<file path="src/rtl/txr_pkg.sv">
package txr_pkg;
   localparam int BYTE_W = 8;
   localparam logic [1:0] SEL_PAGE   = 2'd0;
   localparam logic [1:0] SEL_LEN_LO = 2'd1;
   localparam logic [1:0] SEL_LEN_HI = 2'd2;
   localparam logic [1:0] SEL_CMD    = 2'd3;
   typedef struct packed {
      logic               last;
      logic [BYTE_W-1:0]  data;
   } beat_t;
endpackage

</file>
<file path="src/rtl/txr_regs.sv">
module txr_regs
   import txr_pkg::*;
#(
   parameter int PAGE_W = 8,
   parameter int LEN_W  = 16
) (
   input  logic              clk,
   input  logic              rst_n,
   input  logic              we,
   input  logic [1:0]        sel,
   input  logic [BYTE_W-1:0] wdata,
   input  logic              busy,
   output logic [PAGE_W-1:0] page,
   output logic [LEN_W-1:0]  len,
   output logic              start
);
   if (PAGE_W != BYTE_W) begin : g_bad_page
      $error("PAGE_W must equal one byte");
   end
   if (LEN_W != 2*BYTE_W) begin : g_bad_len
      $error("LEN_W must be two bytes");
   end

   logic open;
   assign open  = we && !busy;
   assign start = open && (sel == SEL_CMD) && wdata[0];

   always_ff @(posedge clk) begin
      if (!rst_n) begin
         page <= '0;
         len  <= '0;
      end else if (open) begin
         case (sel)
            SEL_PAGE:   page <= wdata;
            SEL_LEN_LO: len[BYTE_W-1:0] <= wdata;
            SEL_LEN_HI: len[LEN_W-1:BYTE_W] <= wdata;
            default: ;
         endcase
      end
   end

   // programmed values stay put for the whole transfer
   p_regs_frozen_r9: assert property (@(posedge clk) disable iff (!rst_n)
      (busy && $past(busy)) |-> ($stable(page) && $stable(len)));
endmodule

</file>
<file path="src/rtl/txr_fifo.sv">
module txr_fifo
   import txr_pkg::*;
#(
   parameter int DEPTH = 2,
   localparam int PTR_W = (DEPTH > 1) ? $clog2(DEPTH) : 1,
   localparam int CNT_W = $clog2(DEPTH + 1)
) (
   input  logic             clk,
   input  logic             rst_n,
   input  logic             push,
   input  beat_t            din,
   input  logic             pop,
   output beat_t            dout,
   output logic             nonempty,
   output logic [CNT_W-1:0] count
);
   if (DEPTH < 1 || DEPTH > 16) begin : g_bad_depth
      $error("DEPTH out of range");
   end

   beat_t            mem [DEPTH];
   logic [PTR_W-1:0] wp, rp;

   assign nonempty = (count != '0);
   assign dout     = mem[rp];

   function automatic logic [PTR_W-1:0] bump(input logic [PTR_W-1:0] p);
      return (int'(p) == DEPTH - 1) ? '0 : p + 1'b1;
   endfunction

   always_ff @(posedge clk) begin
      if (!rst_n) begin
         wp    <= '0;
         rp    <= '0;
         count <= '0;
      end else begin
         if (push) begin
            mem[wp] <= din;
            wp      <= bump(wp);
         end
         if (pop) rp <= bump(rp);
         count <= count + CNT_W'(push) - CNT_W'(pop);
      end
   end

   // a byte is never written into a full buffer, so none is lost
   p_no_overflow_r8: assert property (@(posedge clk) disable iff (!rst_n)
      push |-> ((int'(count) < DEPTH) || pop));
   p_no_underflow_r8: assert property (@(posedge clk) disable iff (!rst_n)
      pop |-> nonempty);
endmodule

</file>
<file path="src/rtl/txr_fetch.sv">
module txr_fetch
   import txr_pkg::*;
#(
   parameter int ADDR_W = 16,
   parameter int PAGE_W = 8,
   parameter int LEN_W  = 16,
   localparam int OFS_W = ADDR_W - PAGE_W
) (
   input  logic              clk,
   input  logic              rst_n,
   input  logic              start,
   input  logic [PAGE_W-1:0] page,
   input  logic [LEN_W-1:0]  len,
   input  logic              credit_ok,
   input  logic              end_beat,
   output logic              issue,
   output logic              issue_last,
   output logic [ADDR_W-1:0] addr,
   output logic              busy,
   output logic              done
);
   if (OFS_W <= 0) begin : g_bad_addr
      $error("ADDR_W must exceed PAGE_W");
   end

   logic [LEN_W-1:0] remaining;

   assign issue      = busy && (remaining != '0) && credit_ok;
   assign issue_last = (remaining == LEN_W'(1));

   always_ff @(posedge clk) begin
      if (!rst_n) begin
         addr      <= '0;
         remaining <= '0;
         busy      <= 1'b0;
         done      <= 1'b0;
      end else if (start) begin
         addr      <= {page, {OFS_W{1'b0}}};
         remaining <= len;
         busy      <= (len != '0);
         done      <= (len == '0);
      end else begin
         done <= end_beat;
         if (end_beat) busy <= 1'b0;
         if (issue) begin
            addr      <= addr + 1'b1;
            remaining <= remaining - 1'b1;
         end
      end
   end

   // checker state: the last address handed to the RAM
   logic [ADDR_W-1:0] prev_addr;
   logic              have_prev;
   always_ff @(posedge clk) begin
      if (!rst_n) begin
         prev_addr <= '0;
         have_prev <= 1'b0;
      end else if (start) begin
         have_prev <= 1'b0;
      end else if (issue) begin
         prev_addr <= addr;
         have_prev <= 1'b1;
      end
   end

   // the opening read sits on a page boundary
   p_page_aligned_r2: assert property (@(posedge clk) disable iff (!rst_n)
      (issue && !have_prev) |-> (addr[OFS_W-1:0] == '0));
   // reads walk upward by one with natural wrap
   p_addr_step_r3: assert property (@(posedge clk) disable iff (!rst_n)
      (issue && have_prev) |-> (addr == prev_addr + 1'b1));
   // done is never two cycles wide after a beat-driven finish
   p_done_pulse_r6: assert property (@(posedge clk) disable iff (!rst_n)
      (done && !start) |=> !done);
endmodule

</file>
<file path="src/rtl/txbuf_reader.sv">
module txbuf_reader
   import txr_pkg::*;
#(
   parameter int ADDR_W     = 16,
   parameter int PAGE_W     = 8,
   parameter int LEN_W      = 16,
   parameter int FIFO_DEPTH = 2,
   localparam int CNT_W     = $clog2(FIFO_DEPTH + 1)
) (
   input  logic              clk,
   input  logic              rst_n,
   input  logic              reg_we,
   input  logic [1:0]        reg_addr,
   input  logic [BYTE_W-1:0] reg_wdata,
   output logic              ram_rd_en,
   output logic [ADDR_W-1:0] ram_addr,
   input  logic [BYTE_W-1:0] ram_rdata,
   output logic              tx_valid,
   output logic [BYTE_W-1:0] tx_data,
   output logic              tx_last,
   input  logic              tx_ready,
   output logic              done
);
   if (FIFO_DEPTH < 2) begin : g_bad_fifo
      $error("FIFO_DEPTH below 2 cannot sustain one byte per cycle");
   end

   logic [PAGE_W-1:0] page;
   logic [LEN_W-1:0]  len;
   logic              start, busy, issue, issue_last;
   logic              rd_q, last_q, pop, end_beat, credit_ok;
   logic [CNT_W-1:0]  occ;
   beat_t             head, fill;

   txr_regs #(.PAGE_W(PAGE_W), .LEN_W(LEN_W)) u_regs (
      .clk(clk), .rst_n(rst_n), .we(reg_we), .sel(reg_addr),
      .wdata(reg_wdata), .busy(busy), .page(page), .len(len),
      .start(start));

   txr_fetch #(.ADDR_W(ADDR_W), .PAGE_W(PAGE_W), .LEN_W(LEN_W)) u_fetch (
      .clk(clk), .rst_n(rst_n), .start(start), .page(page), .len(len),
      .credit_ok(credit_ok), .end_beat(end_beat), .issue(issue),
      .issue_last(issue_last), .addr(ram_addr), .busy(busy), .done(done));

   assign ram_rd_en = issue;

   // one request in flight at most per cycle; tag it with the last flag
   always_ff @(posedge clk) begin
      if (!rst_n) begin
         rd_q   <= 1'b0;
         last_q <= 1'b0;
      end else begin
         rd_q   <= issue;
         last_q <= issue && issue_last;
      end
   end

   assign fill.last = last_q;
   assign fill.data = ram_rdata;
   assign pop       = tx_valid && tx_ready;
   assign end_beat  = pop && tx_last;
   assign credit_ok = (int'(occ) + int'(rd_q) - int'(pop)) < FIFO_DEPTH;

   txr_fifo #(.DEPTH(FIFO_DEPTH)) u_fifo (
      .clk(clk), .rst_n(rst_n), .push(rd_q), .din(fill), .pop(pop),
      .dout(head), .nonempty(tx_valid), .count(occ));

   assign tx_data = head.data;
   assign tx_last = head.last;

   // an offered byte is held until taken
   p_hold_r8: assert property (@(posedge clk) disable iff (!rst_n)
      (tx_valid && !tx_ready) |=> (tx_valid && $stable(tx_data) && $stable(tx_last)));
   // the last handshake is followed by done
   p_last_done_r6: assert property (@(posedge clk) disable iff (!rst_n)
      end_beat |=> done);
   // nothing is streamed or read while idle
   p_idle_quiet_r7: assert property (@(posedge clk) disable iff (!rst_n)
      !busy |-> (!tx_valid && !ram_rd_en));
endmodule

</file>
<file path="config.mk">
export PLATFORM = sky130hd
export DESIGN_NAME = txbuf_reader
export DESIGN_NICKNAME = d
export VERILOG_FILES = /design/src/rtl/txr_pkg.sv /design/src/rtl/txr_regs.sv /design/src/rtl/txr_fifo.sv /design/src/rtl/txr_fetch.sv /design/src/rtl/txbuf_reader.sv
export SDC_FILE = /design/constraint.sdc
export NUM_CORES = 1
export LEC_CHECK = 0
export BUFFER_PORTS_ARGS = -buffer_cell sky130_fd_sc_hd__buf_2
export CAP_MARGIN = 20
export CORE_ASPECT_RATIO = 1.4
export CORE_MARGIN = 5
export CORE_UTILIZATION = 61
export DETAILED_ROUTE_END_ITERATION = 10
export PLACE_DENSITY = 0.84
export SLEW_MARGIN = 0
export SYNTH_ARGS = -nofsm -noshare
export SYNTH_HDL_FRONTEND = slang
export SYNTH_SLANG_ARGS = --single-unit
</file>
<file path="constraint.sdc">
create_clock -name clk -period 6.6 [get_ports clk]
set_input_delay 1.32 -clock clk [delete_from_list [all_inputs] [get_ports clk]]
set_output_delay 1.32 -clock clk [all_outputs]
set_load 0.02 [all_outputs]
</file>
; Word-level counts from Yosys, hierarchy flattened
; Memory sizes are Yosys's and may differ from the RTL's. A register that Yosys moved wholly into a read port is not among the register bits.
; Index checks and enable logic that the tools add are counted.
; Widths: inputs -> output; s select.
[op_classes]
addsub = 8
magnitude_cmp = 1
eq_ne = 4
muxes = 14
n_bitwise = 1
reduce_logical = 20
[ops]
columns = operator, count
row1 = $mux 16, 4
row2 = $reduce_bool 16->1, 2
row3 = $add 16x1->16 const B, 1
row4 = $eq 16x1->1 const B, 1
row5 = $logic_not 16->1, 1
row6 = $sub 16x1->16 const B, 1
row7 = $mux 1, 10
row8 = $logic_and 1x1->1, 8
row9 = $reduce_and 2->1, 3
row10 = $reduce_bool 2->1, 3
row11 = $eq 2x2->1 const B, 2
row12 = $lt 4x3->1 const B, 1
row13 = $sub 3x1->4, 1
row14 = $add 2x1->3, 1
row15 = $add 1x1->1 const B, 2
row16 = $add 2x1->2, 1
row17 = $eq 2x1->1 const B, 1
row18 = $logic_not 2->1, 1
row19 = $reduce_or 2->1, 1
row20 = $sub 2x1->2, 1
row21 = $logic_not 1->1, 1
row22 = $not 1->1, 1
[word_totals]
regBits = 64
ram_bits = 18
input_bits = 22
output_inout_bits = 28
elab_cells = 62
memories = 1
[memory_table]
columns = memory, words, word_bits, rd, rd_ports_with_merged_regs, wr, line
row1 = u_fifo.mem, 2, 9, 1, 1, 1, txr_fifo.sv:21  ; beat_t mem [DEPTH];

; Logic depth before layout (Yosys ltp)
[logic_depth]
word_depth = 7
mapped_depth = 12
mapped_depth_nobuf = 12

; By module
; From an unflattened synthesis, not the netlist that was laid out.
[hier_totals]
hier_cells = 420
hier_area_um2 = 4071.4
[by_module_without_submodules]
columns = mod, instances, cells_each, area_per_inst_um2
row1 = txr_fetch, 1, 263, 2122.0
row2 = txr_regs, 1, 91, 920.9
row3 = txr_fifo, 1, 49, 873.3
row4 = txbuf_reader, 1, 17, 155.1

; Least setup slack after synthesis
; Ideal clock, no wire load.
[synth_path]
kind = input to output
startpoint = input tx_ready
endpoint = output ram_rd_en
arrival_time_ps = 3021
required_time_ps = 5280
setup_slack_ps = 2259
cell_stages = 9
cell_sequence = and3_1 > o21bai_1 > ha_1 > inv_1 > fa_1 > nand2_1 > o22ai_4 > nand2_2 > inv_2
[synth_between]
elab_chain_cells = 4
[synth_rtl]
columns = element, line
row1 = from (decl), txbuf_reader.sv:21  ; input logic tx_ready,
row2 = $logic_and 1x1->1, txbuf_reader.sv:60  ; assign pop = tx_valid && tx_ready;
row3 = $sub 3x1->4, txbuf_reader.sv:62  ; assign credit_ok = (int'(occ) + int'(rd_q) - int'(pop)) < FIFO_DEPTH;
row4 = $lt 4x3->1, txbuf_reader.sv:62
row5 = $logic_and 1x1->1, txr_fetch.sv:28  ; assign issue = busy && (remaining != '0) && credit_ok;
row6 = to (decl), txbuf_reader.sv:15  ; output logic ram_rd_en,
; No other way between the ends.

; Final worst setup path
; Ends and elaborated chain as after synthesis.

==> out/results.ini <==
[setup_path]
endpoint_kind=primary output
critPathKind=input pin to primary output
startpoint_type=input pin
required_ns=5.28
r2r_setup_slack_ns=3.43
crit_path_start=tx_ready
crit_path_end=ram_rd_en
cp.arrival_ns=3.69
cp_max_fo=16
reg2reg_depth=10
reg2reg_from=u_fifo.count[1]$_SDFF_PN0_
rr_endpoint=u_fetch.addr[12]$_SDFFE_PN0P_

[layout]
multi_input_area_mm2=0.00178
drive_gt1_share_pct=20.1
fillers=464
layout.nets=476
diodes=0
seqCellArea_mm2=0.00184
stdcell_count=522
design_area_mm2=0.00419
area_growth_pct=12.4

[clock_network]
path_clk_slew_ns=0.07
cts_tree=built
hold_buffers=0
cts_root_buf=clkbuf_8
cts_buffers=9
post_cts_buffers=0
ctsLongestPathBuffers=2
cts_sinks=83
worstSkewPairLatency_ns=0.36
h-tree-depth=3
cts_resized=0

[timing]
clock_skew_ns=0.00844
setup_viol=0
fin_crit_ns=5.01
finalHoldViolCount=0
relSlewSlack_pct=46.0
holdWs_ns=0.449
tns_ns=0
fin_crit_sh_pct=75.8
rsz0062_at_grt=false
slew_viol_final=0
max_clock_freq_mhz=200
worstMarginPinSlew_ns=0.808

[placed_design]
hpwl_um=6100
gp_congestion=0.815
place_area_mm2=0.00401
port_buffers=49
dpl.cell_count=506

[power]
leakage_nw=1.54
irDropWorstVdd_mv=0.159
power_density_mw_per_mm2=222

[detailed_routing]
drc=0
first_pass_iters=4
avgRoutedWirePerCell_um=16.0
vias=3108
ant_nets=0
drtIter0Drc=210
routed_via_density=5.95
drt_wl_total_um=8360

[global_route]
grt_pass1_wl_um=14100
grt_max_degree=53
grt_pass1_vias=3033
grt.total_usage_pct=22.2
antenna_found_initial=0
gr-total-overflow=0

[floorplanning]
die_y_um=102
die_area_mm2=0.00779
start_util_pct=63.1
ios=50
coreArea_mm2=0.00590
std_cell_rows=33
die_width_um=76.1

[flow_run]
drv_cap=0

[outcome]
status=complete, no violations

[min_path]
hold_class=flop to flop
holdPathStages=0

[logic_synthesis]
netlist-cell-type-count=58
synthFlopType=dfxtp_1
synth_edf_count=18
ys_warn_count=0
synth_cells=401
syn_avg_cell_area_um2=9.29
ys_seq_area_share_pct=49.4
ys_async_sr_fraction_pct=0
synth-seq-cells=83
syn-num-nets=430
netlist_area_mm2=0.00373

[sequential cells by signal, summed over array words and instances, names as in the netlist, 2 cells and up, named ones only]
register,flops
u_fetch.addr,16
u_fifo.mem,18
u_regs.len,16
u_regs.page,8
u_fetch.remaining,16
u_fifo.count,2
[cell usage in the layout, fill, tap and decap left out, types with 3 or more instances in the layout]
cell type  Yosys  layout
and2_1        11      11
nand2_1       90      90
clkinv_2       0       3
buf_2          1      49
ha_1           6       6
edfxtp_1      18      18
xor2_1         7       7
dfxtp_1       65      65
o211ai_1      10      10
or2_2          3       3
nand3_1        8       8
mux2_2         9       9
a21oi_1       33      33
nor4_1         6       6
or4_1          4       4
and3_1         6       6
or3_1          9       9
clkbuf_8       0       9
nor2_1        18      18
a31oi_1       15      15
o21ai_0        5       5
o311ai_0       4       4
inv_1          8       8
nand4_1        6       6
[cells in the mapped netlist (all sizes together) (3+ instances only)]
cell type,count,area [um2]
a21oi,34,181
a31oi,15,93.8
and2,11,68.8
and3,6,37.5
clkbuf,14,52.6
dfxtp,65,1300
edfxtp,18,541
ha,6,75.1
inv,9,33.8
mux2,9,101
nand2,91,344
nand3,10,60.1
nand4,8,62.6
nor2,18,67.6
nor3,3,20.0
nor4,9,83.8
o211ai,10,75.1
o21ai,5,25.0
o311ai,4,35.0
or2,3,18.8
or3,10,67.6
or4,4,30.0
xor2,7,61.3
[area by class of cell]
class | count | area share [%]
Clock inverter | 6 | 1.34
Timing Repair Buffer | 51 | 6.21
Sequential cell | 83 | 44.0
Multi-Input combinational cell | 292 | 42.4
Inverter | 10 | 0.896
Tap cell | 70 | 2.09
Clock buffer | 10 | 3.05
[through the flow]
stage / util [%] / worst slack, ns / power [mW]
3_3_place_gp: 67.8 / 1.72 / 0.595
4_1_cts: 70.9 / 1.59 / 0.936
3_5_place_dp: 67.8 / 1.63 / 0.597
2_1_floorplan: - / 2.26 / 0.579
5_1_grt: 70.9 / 1.39 / 0.966
6_report: 70.9 / 1.59 / 0.932
[per-layer routing]
metal  part of all wire [%]  up-vias  global-route usage, %  routed length, um
li1                       -     1536                      -                  -
met1                     40     1469                   25.7               3330
met2                     53       84                   39.2               4410
met3                    4.9       19                   4.14                411
met4                    2.5        0                   11.0                206
met5                      0        -                      0                  0
[how the worst min path moves through the flow]
stage / endpoint / from
floorplan: u_fifo.mem[0][8]$_DFFE_PP_ / last_q$_SDFF_PN0_
global placement: u_fifo.mem[0][8]$_DFFE_PP_ / last_q$_SDFF_PN0_
detailed placement: u_fifo.mem[0][8]$_DFFE_PP_ / last_q$_SDFF_PN0_
CTS: u_fifo.mem[0][8]$_DFFE_PP_ / last_q$_SDFF_PN0_
global route: u_fifo.mem[0][8]$_DFFE_PP_ / last_q$_SDFF_PN0_
finish: u_fifo.mem[0][8]$_DFFE_PP_ / last_q$_SDFF_PN0_
[critical path, cell delays in order]
cell and delay, ns:
buf_2 0.11, and3_1 0.26, o21bai_1 0.14, ha_1 0.17, inv_1 0.05, fa_1 0.50, nand2_1 0.10, o22ai_4 0.43
nand2_2 0.20, inv_2 0.19, buf_2 0.19
[kinds of logic (layout without fill, tap and decap cells)]
kind of cell | count (synthesis) | in the layout | synth area share, %
compound gates | 82 | 82 | 14.5
xor+xnor | 9 | 9 | 2.12
fa+ha+maj | 7 | 7 | 2.55
buf+inv | 26 | 77 | 2.85
flops | 83 | 83 | 49.4
mux | 11 | 11 | 3.26
simple gates | 183 | 183 | 25.3
[power by group]
| group | total, mW | leakage [nW] | switching, mW | internal [mW] |
|---|---|---|---|---|
| clock | 0.346 | 0.0935 | 0.175 | 0.172 |
| combinational | 0.0558 | 0.765 | 0.0371 | 0.0187 |
| sequential | 0.530 | 0.683 | 0.00597 | 0.524 |
Power figures use the tool's default switching activity.
